`src/rtl/disp_reg_spi_pkg.sv`:
```
package disp_reg_spi_pkg;

  typedef enum logic [1:0] {
    PH_INDEX  = 2'd0,
    PH_WDATA  = 2'd1,
    PH_RDATA  = 2'd2,
    PH_STATUS = 2'd3
  } phase_e;

  // strobes from the sequencer to the datapath
  typedef struct packed {
    logic   accept;
    logic   load;
    phase_e loadPhase;
    logic   shift;
    logic   sample;
    logic   capture;
    logic   captureRead;
  } strobe_t;

  function automatic logic [7:0] leadByte(input logic id, input logic sel, input logic dir);
    return {5'b01110, id, sel, dir};
  endfunction

endpackage

```
`src/rtl/disp_reg_spi_dp.sv`:
```
module disp_reg_spi_dp
  import disp_reg_spi_pkg::*;
#(
  parameter logic [7:0] GRAM_IDX = 8'h22
) (
  input  logic        clk,
  input  logic        rstN,
  input  strobe_t     stb,
  input  logic        devId,
  input  logic        invertTx,
  input  logic [7:0]  reqIndex,
  input  logic [15:0] reqWdata,
  input  logic        spiMiso,
  output logic        txBit,
  output logic        memFast,
  output logic [15:0] rdData
);

  logic [7:0]  latIndex;
  logic [15:0] latWdata;
  logic        latId;
  logic        latInv;
  logic [31:0] txShift;
  logic [15:0] rxShift;

  logic        srcId;
  logic        srcInv;
  logic [7:0]  srcIndex;
  logic [15:0] srcWdata;
  logic [31:0] rawFrame;
  logic [31:0] nextFrame;

  always_comb begin
    srcId    = stb.accept ? devId    : latId;
    srcInv   = stb.accept ? invertTx : latInv;
    srcIndex = stb.accept ? reqIndex : latIndex;
    srcWdata = stb.accept ? reqWdata : latWdata;
    case (stb.loadPhase)
      PH_INDEX:  rawFrame = {leadByte(srcId, 1'b0, 1'b0), 8'h00, srcIndex, 8'h00};
      PH_WDATA:  rawFrame = {leadByte(srcId, 1'b1, 1'b0), srcWdata, 8'h00};
      PH_RDATA:  rawFrame = {leadByte(srcId, 1'b1, 1'b1), 24'h000000};
      default:   rawFrame = {leadByte(srcId, 1'b0, 1'b1), 24'h000000};
    endcase
    nextFrame = srcInv ? ~rawFrame : rawFrame;
  end

  always_ff @(posedge clk or negedge rstN) begin
    if (!rstN) begin
      latIndex <= '0;
      latWdata <= '0;
      latId    <= 1'b0;
      latInv   <= 1'b0;
      txShift  <= '0;
      rxShift  <= '0;
      rdData   <= '0;
    end else begin
      if (stb.accept) begin
        latIndex <= reqIndex;
        latWdata <= reqWdata;
        latId    <= devId;
        latInv   <= invertTx;
      end
      if (stb.load) begin
        txShift <= nextFrame;
        rxShift <= '0;
      end else begin
        if (stb.shift)  txShift <= {txShift[30:0], 1'b0};
        if (stb.sample) rxShift <= {rxShift[14:0], spiMiso};
      end
      if (stb.capture) rdData <= stb.captureRead ? rxShift : 16'h0000;
    end
  end

  assign txBit   = txShift[31];
  assign memFast = (latIndex == GRAM_IDX);

endmodule

```
`src/rtl/disp_reg_spi_ctrl.sv`:
```
module disp_reg_spi_ctrl
  import disp_reg_spi_pkg::*;
#(
  parameter int REG_HALF = 16,
  parameter int MEM_HALF = 2,
  parameter int GAP_CYC  = 64
) (
  input  logic       clk,
  input  logic       rstN,
  input  logic       reqValid,
  input  logic [1:0] reqOp,
  input  logic       memFast,
  output logic       reqReady,
  output strobe_t    stb,
  output logic       sclk,
  output logic       csN,
  output logic       done
);

  localparam int MAX_HALF = (REG_HALF > MEM_HALF) ? REG_HALF : MEM_HALF;
  localparam int HW = $clog2(MAX_HALF + 1);
  localparam int GW = $clog2(GAP_CYC + 1);
  localparam logic [HW-1:0] REG_LAST = HW'(REG_HALF - 1);
  localparam logic [HW-1:0] MEM_LAST = HW'(MEM_HALF - 1);
  localparam logic [GW-1:0] GAP_LAST = GW'(GAP_CYC - 1);

  typedef enum logic [1:0] {S_IDLE, S_SHIFT, S_GAP, S_DONE} state_e;

  state_e        state;
  phase_e        phase;
  logic          isWrite;
  logic [HW-1:0] halfCnt;
  logic [4:0]    bitCnt;
  logic [GW-1:0] gapCnt;

  logic [HW-1:0] curLast;
  logic          halfEnd;
  logic          lastBit;
  logic          dataPhase;
  phase_e        firstPhase;
  phase_e        secondPhase;

  always_comb begin
    dataPhase   = (phase == PH_WDATA) || (phase == PH_RDATA);
    curLast     = (dataPhase && memFast) ? MEM_LAST : REG_LAST;
    halfEnd     = (halfCnt == curLast);
    lastBit     = (bitCnt == ((phase == PH_STATUS) ? 5'd31 : 5'd23));
    firstPhase  = reqOp[1] ? PH_STATUS : PH_INDEX;
    secondPhase = isWrite ? PH_WDATA : PH_RDATA;
    reqReady    = (state == S_IDLE);

    stb = '0;
    case (state)
      S_IDLE: begin
        if (reqValid) begin
          stb.accept    = 1'b1;
          stb.load      = 1'b1;
          stb.loadPhase = firstPhase;
        end
      end
      S_SHIFT: begin
        if (halfEnd) begin
          if (!sclk) begin
            stb.sample = 1'b1;
          end else if (!lastBit) begin
            stb.shift = 1'b1;
          end else if (phase != PH_INDEX) begin
            stb.capture     = 1'b1;
            stb.captureRead = (phase != PH_WDATA);
          end
        end
      end
      S_GAP: begin
        if (gapCnt == GAP_LAST) begin
          stb.load      = 1'b1;
          stb.loadPhase = secondPhase;
        end
      end
      default: ;
    endcase
  end

  always_ff @(posedge clk or negedge rstN) begin
    if (!rstN) begin
      state   <= S_IDLE;
      phase   <= PH_INDEX;
      isWrite <= 1'b0;
      halfCnt <= '0;
      bitCnt  <= '0;
      gapCnt  <= '0;
      sclk    <= 1'b0;
      csN     <= 1'b1;
      done    <= 1'b0;
    end else begin
      case (state)
        S_IDLE: begin
          if (reqValid) begin
            isWrite <= (reqOp == 2'b00);
            phase   <= firstPhase;
            csN     <= 1'b0;
            halfCnt <= '0;
            bitCnt  <= '0;
            state   <= S_SHIFT;
          end
        end
        S_SHIFT: begin
          if (halfEnd) begin
            halfCnt <= '0;
            if (!sclk) begin
              sclk <= 1'b1;
            end else begin
              sclk <= 1'b0;
              if (!lastBit) begin
                bitCnt <= bitCnt + 5'd1;
              end else begin
                csN    <= 1'b1;
                bitCnt <= '0;
                if (phase == PH_INDEX) begin
                  gapCnt <= '0;
                  state  <= S_GAP;
                end else begin
                  done  <= 1'b1;
                  state <= S_DONE;
                end
              end
            end
          end else begin
            halfCnt <= halfCnt + 1'b1;
          end
        end
        S_GAP: begin
          if (gapCnt == GAP_LAST) begin
            csN     <= 1'b0;
            phase   <= secondPhase;
            halfCnt <= '0;
            state   <= S_SHIFT;
          end else begin
            gapCnt <= gapCnt + 1'b1;
          end
        end
        default: begin
          done  <= 1'b0;
          state <= S_IDLE;
        end
      endcase
    end
  end

endmodule

```
`src/rtl/disp_reg_spi.sv`:
```
module disp_reg_spi
  import disp_reg_spi_pkg::*;
#(
  parameter int          CLK_HZ      = 125_000_000,
  parameter int          REG_MAX_HZ  = 4_000_000,
  parameter int          MEM_HALF    = 2,
  parameter int          CS_GAP_SCLK = 2,
  parameter logic [7:0]  GRAM_IDX    = 8'h22
) (
  input  logic        clk,
  input  logic        rstN,
  input  logic        devId,
  input  logic        invertTx,
  input  logic        reqValid,
  output logic        reqReady,
  input  logic [1:0]  reqOp,
  input  logic [7:0]  reqIndex,
  input  logic [15:0] reqWdata,
  output logic        rspDone,
  output logic [15:0] rspData,
  output logic        spiSclk,
  output logic        spiMosi,
  input  logic        spiMiso,
  output logic        spiCsN
);

  localparam int REG_HALF_RAW = (CLK_HZ + 2 * REG_MAX_HZ - 1) / (2 * REG_MAX_HZ);
  localparam int REG_HALF     = (REG_HALF_RAW < 1) ? 1 : REG_HALF_RAW;
  localparam int GAP_CYC      = CS_GAP_SCLK * 2 * REG_HALF;

  strobe_t stb;
  logic    txBit;
  logic    memFast;

  disp_reg_spi_ctrl #(
    .REG_HALF (REG_HALF),
    .MEM_HALF (MEM_HALF),
    .GAP_CYC  (GAP_CYC)
  ) u_ctrl (
    .clk      (clk),
    .rstN     (rstN),
    .reqValid (reqValid),
    .reqOp    (reqOp),
    .memFast  (memFast),
    .reqReady (reqReady),
    .stb      (stb),
    .sclk     (spiSclk),
    .csN      (spiCsN),
    .done     (rspDone)
  );

  disp_reg_spi_dp #(
    .GRAM_IDX (GRAM_IDX)
  ) u_dp (
    .clk      (clk),
    .rstN     (rstN),
    .stb      (stb),
    .devId    (devId),
    .invertTx (invertTx),
    .reqIndex (reqIndex),
    .reqWdata (reqWdata),
    .spiMiso  (spiMiso),
    .txBit    (txBit),
    .memFast  (memFast),
    .rdData   (rspData)
  );

  assign spiMosi = !spiCsN && txBit;

endmodule

```
`config.mk`:
```
export PLATFORM = sky130hd
export DESIGN_NAME = disp_reg_spi
export DESIGN_NICKNAME = d
export VERILOG_FILES = /design/src/rtl/disp_reg_spi_pkg.sv /design/src/rtl/disp_reg_spi_dp.sv /design/src/rtl/disp_reg_spi_ctrl.sv /design/src/rtl/disp_reg_spi.sv
export SDC_FILE = /design/constraint.sdc
export NUM_CORES = 1
export LEC_CHECK = 0
export ABC_AREA = 1
export BUFFER_PORTS_ARGS = -buffer_cell sky130_fd_sc_hd__buf_2
export CAP_MARGIN = 0
export CELL_PAD_IN_SITES_DETAIL_PLACEMENT = 1
export CELL_PAD_IN_SITES_GLOBAL_PLACEMENT = 2
export CORE_MARGIN = 4
export CORE_UTILIZATION = 35
export CTS_CLUSTER_DIAMETER = 120
export DETAILED_ROUTE_END_ITERATION = 10
export PLACE_DENSITY = 0.79
export SLEW_MARGIN = 0
export SYNTH_ARGS = -nofsm -noshare
export SYNTH_HDL_FRONTEND = slang
export SYNTH_HIERARCHICAL = 1
export SYNTH_SLANG_ARGS = --single-unit
```
`constraint.sdc`:
```
create_clock -name clk -period 2.8 [get_ports clk]
set_input_delay 0.56 -clock clk [delete_from_list [all_inputs] [get_ports clk]]
set_output_delay 0.56 -clock clk [all_outputs]
set_load 0.1 [all_outputs]
```
[Yosys cells after proc, flatten, opt, wreduce, memory -nomap -nowiden]
Index checks and enable logic that the tools add are counted.
Word-level totals
  register bits: 115
  input port bits: 32
  output and inout bits: 21
Operators by class
  $add $sub $neg: 3
  equal/unequal tests: 20
  reductions and logical operators: 25
  bitwise gates (word level): 2
  multiplexer cells: 62
Operator list (number)
  2-to-1 mux 32 bit: 3
  one-hot mux 26 bit (3 select lines): 1
  2-to-1 mux 16 bit: 4
  2-to-1 mux 7 bit: 5
  inverter 31 -> 32 bit: 1
  2-to-1 mux 5 bit: 6
  2-to-1 mux 2 bit: 12
  2-to-1 mux 4 bit: 5
  2-to-1 mux 1 bit: 16
  one-hot mux 5 bit (3 select lines): 1
  one-hot mux 7 bit (2 select lines): 1
  inequality test 2 x 1 -> 1 bit (second input constant): 6
  AND reduction 6 bit: 2
  nonzero test 2 bit: 6
  adder 5 x 1 -> 5 bit (second input constant): 2
  equality test 5 bit: 2
  one-hot mux 5 bit (2 select lines): 1
  AND reduction 5 bit: 2
  equality test 2 bit (second input constant): 4
  equality test 8 x 6 -> 1 bit (second input constant): 1
  logical NOT 2 bit: 4
  2-to-1 mux 8 bit: 1
  adder 7 x 1 -> 7 bit (second input constant): 1
  equality test 7 x 6 -> 1 bit (second input constant): 1
  17 further kinds: 24

[Logic depth before layout (Yosys ltp)]
  depth in word-level cells: 9
  gate-level depth with buffers: 18

[Cells and area by module]
Netlist, hierarchy kept.
Modules (own cells, without submodules)
  disp_reg_spi_dp: sequential area each 2252.2 um2, area an instance 4174.0 um2, cells each 508, times used 1
  disp_reg_spi_ctrl: sequential area each 626.9 um2, area an instance 1534.0 um2, cells each 204, times used 1
  disp_reg_spi: sequential area each 0.0 um2, area an instance 10.0 um2, cells each 2, times used 1

[Least setup slack after synthesis]
No wires, ideal clock.
  path kind: flip-flop to flip-flop
  start point: reg u_ctrl.sclk
  end point: reg u_dp.txShift[15]
  period minus slack after synthesis: 2.477 ns
  library setup time: 0.113 ns
  cell stages (with the launch flop): 9
  arrival: 2.364 ns
  required time: 2.687 ns
  setup slack: 0.323 ns
  path through: dfrtp_1 > inv_1 > nor3_1 > inv_1 > clkbuf_1 > o21ai_0 > nand3_1 > nand2_1 > inv_1
RTL lines
  from (decl): RTL line disp_reg_spi_ctrl.sv:15  | output logic sclk,
  from (signal assigned): RTL line disp_reg_spi_ctrl.sv:91  | sclk <= 1'b0;
  from (signal assigned): RTL line disp_reg_spi_ctrl.sv:110  | sclk <= 1'b1;
  from (signal assigned): RTL line disp_reg_spi_ctrl.sv:112  | sclk <= 1'b0;
  to (signal assigned): RTL line disp_reg_spi_dp.sv:64  | txShift <= nextFrame;
  to (signal assigned): RTL line disp_reg_spi_dp.sv:67  | if (stb.shift) txShift <= {txShift[30:0], 1'b0};
  to (decl): RTL line disp_reg_spi_dp.sv:23  | logic [31:0] txShift;

==> impl_metrics.ini <==
[finish]
final_cell_mix = nand2_1 (229), dfrtp_1 (114), inv_1 (88)
drive_gt1_share_pct = 18.7
final_common_cell = nand2_1
fin_nets = 815
area_growth_pct = 18.9
diodes = 0
fill_cells = 1960

[clock_tree]
cts_max_level = 4
ctsRootBufferMaster = clkbuf_16
numCtsBuffers = 17
clk-insertion-delay-late_ns = 0.42
path_clk_slew_ns = 0.06
max-clock-path-buffers = 2
postCtsSetupBuffers = 0
hold_buffers = 0
cts_tree = yes
cts_sinks = 115

[hold_path]
hp-class = in2async

[setup_path]
max_stage_delay_ns = 0.41
path_class = reg2reg
path_max_fanout = 16
start_kind = register
cp.arrival_ns = 2.80
slowest_stage = dfrtp_1
end_kind = register
worstPathRequired_ns = 3.11
reg2reg_depth = 15
rrSetupSlack_ns = 0.32
crit_chain = ha_1 -> nand3_1 -> inv_1 -> nand2_1 -> inv_1 -> a31oi_1 -> inv_1 -> ha_1 -> nor2_4 -> buf_6 -> nand2_1 -> nand2_1 -> nand3_1 -> nand2_1 -> inv_1
reg2reg_from = u_ctrl/gapCnt[0]$_DFFE_PN0P_
reg2reg_to = u_dp/txShift[18]$_DFFE_PN0P_

[floorplan]
die_h_um = 136
core_area_mm2 = 0.0159
fp.dieW_um = 136
core.rowCount = 46
ios = 53
start_util_pct = 35.9
dieArea_mm2 = 0.0184

[timing]
setup_tns_ns = 0
hold_violations = 0
post-route-period-util_pct = 88.7
min_period_ns = 2.48
max_freq_mhz = 403
worst_pin_slew_ns = 0.603
fin_ws_ns = 0.317
maxSlewViolCount = 0
finalSetupViolCount = 0
relSlewSlack_pct = 59.7
rsz0062_at_grt = true
fin_skew_ns = 0.00461

[power_and_ir_drop]
ir_drop_mv = 0.415
p_leak_nw = 3.35
finalPower_mw = 3.80
power_density_mw_per_mm2 = 559

[global_routing]
overflow = 0
grt_first_pass_wirelength_um = 25700
grt_max_degree = 47
grt_use_total_pct = 17.6
grt_antenna_before_repair = 0
grt_pass1_vias = 5352

[detailed_routing]
first_pass_iters = 6
wirelength_um = 15100
route.antenna.remaining_nets = 0
drc = 0
drt_iter0_markers = 197
num_vias = 4808
vias_per_cell = 4.80
wire_per_inst_um = 15.0

[placement]
dp_hpwl_um = 10500
numPortBuffers = 52
gp_congestion = 0.769
place_ws_ns = 0.167

[synth]
syn-num-nets = 756
yosysUniqueCellTypes = 32
netlist.top_cell.by_area = dfrtp_1
yosys-top-cells-area = dfrtp_1 (50%), nand2_1 (15%), inv_1 (5.8%), nand3_1 (5.0%), o21ai_0 (4.3%)
ys_ff_latch = 115
yosys_warnings = 6
syn_avg_cell_area_um2 = 8.01
netlist.area_leader.share_pct = 49.9
synthCells = 714
synth_area_mm2 = 0.00572
seq_area_frac_synth_pct = 50.4

[run]
drv_cap = 0

[status]
run_status = finished, final reports clean
-- synth_stat cells --
| cell type | count |
|---|---|
| or2_2 | 10 |
| dfstp_2 | 1 |
| buf_2 | 9 |
| xnor2_1 | 1 |
| nor2_4 | 5 |
| nor3_1 | 3 |
| o22ai_1 | 16 |
| nand4_1 | 12 |
| nor4_1 | 1 |
| buf_4 | 2 |
| a21oi_1 | 7 |
| xor2_1 | 2 |
| o21ai_2 | 5 |
| inv_2 | 10 |
| nand2_2 | 4 |
| a31oi_1 | 3 |
| ha_1 | 10 |
| nand3_1 | 57 |
| nand2_4 | 5 |
| or2_0 | 1 |
| or2_1 | 8 |
| o31ai_1 | 1 |
| nor2_2 | 6 |
| o21ai_0 | 49 |
| nand2_1 | 229 |
| buf_6 | 6 |
| o21ai_1 | 9 |
| clkbuf_1 | 10 |
| nor2_1 | 27 |
| inv_1 | 88 |
| dfrtp_1 | 114 |
| nand3b_1 | 3 |
-- cells by family (layout without fill, tap and decap cells) --
logic type               count (synthesis)  after routing  synth area share [%]
XOR/XNOR                                 3              3                 0.460
buffers and inverters                  125            196                  9.32
adder cells (fa/ha/maj)                 10             10                  2.19
AND/OR/NAND/NOR                        371            372                  29.0
flip-flops                             115            115                  50.4
AO/OA/AOI/OAI                           90             90                  8.67
-- per-stage QoR --
stage	std cells	hold WS, ns	utilization [%]	area [um2]
6_report	1002	0.0981	42.6	6800
4_1_cts	1001	0.109	42.5	6780
2_1_floorplan	714	0.264	-	5720
3_3_place_gp	969	0.455	39.0	6220
3_5_place_dp	969	0.457	39.0	6220
5_1_grt	1002	0.135	42.6	6800
-- critical path: cells and delay by family, from the launching register on --
kind	cells	cell delay [ns]
adder cells (fa/ha/maj)	2	0.52
flip-flops	1	0.41
AND/OR/NAND/NOR	7	0.78
buffers and inverters	5	0.49
AO/OA/AOI/OAI	1	0.19
-- layer usage --
| layer | up-vias | track usage (%) | wire (um) |
|---|---|---|---|
| met5 | - | 0 | 0 |
| met4 | 0 | 6.89 | 178 |
| met3 | 15 | 3.74 | 355 |
| met2 | 45 | 30.5 | 7570 |
| met1 | 2376 | 21.5 | 6950 |
| li1 | 2372 | - | - |
-- power by group --
group          switching (mW)  internal [mW]
Combinational          0.0492         0.0243
Sequential            0.00396           1.67
Clock                   0.834           1.22
Total                   0.887           2.92
-- flip-flops by register name (all words and copies together) (netlist names) --
name / count
u_ctrl/gapCnt: 7
u_ctrl/isWrite: 1
u_ctrl/csN: 1
u_dp/latId: 1
u_ctrl/sclk: 1
u_dp/rdData: 16
u_dp/latIndex: 8
u_dp/rxShift: 16
u_ctrl/done: 1
u_ctrl/bitCnt: 5
u_dp/txShift: 32
u_ctrl/state: 2
u_ctrl/halfCnt: 5
u_ctrl/phase: 2
u_dp/latWdata: 16
u_dp/latInv: 1
-- final cells by class --
cell class	instances	area, um2	share of cell area, %
well taps	216	270	3.97
inverters	98	368	5.41
clock buffers	17	425	6.26
repair buffers	66	397	5.83
multi-input cells	475	2320	34.2
clock inverters	15	135	1.99
flip-flops and latches	115	2880	42.3
-- repair_timing --
action | CTS | global route
resized for setup | 0 | 3
setup endpoints to repair | 0 | 18
endpoints found under the hold margin | 0 | 0
-- how the worst max path moves through the flow --
stage                                             from                      endpoint  slack (ns)  cells past startpoint
after global placement    u_ctrl/gapCnt[0]$_DFFE_PN0P_  u_dp/txShift[16]$_DFFE_PN0P_        0.30                     15
final                     u_ctrl/gapCnt[0]$_DFFE_PN0P_  u_dp/txShift[18]$_DFFE_PN0P_        0.32                     15
after global routing      u_ctrl/gapCnt[0]$_DFFE_PN0P_  u_dp/txShift[21]$_DFFE_PN0P_       -0.01                     15
after CTS                 u_ctrl/gapCnt[0]$_DFFE_PN0P_  u_dp/txShift[18]$_DFFE_PN0P_        0.13                     15
after floorplan                u_ctrl/sclk$_DFFE_PN0P_  u_dp/txShift[15]$_DFFE_PN0P_        0.32                      8
after detailed placement  u_ctrl/gapCnt[0]$_DFFE_PN0P_  u_dp/txShift[18]$_DFFE_PN0P_        0.17                     15
(Power assumes the default switching activity.)
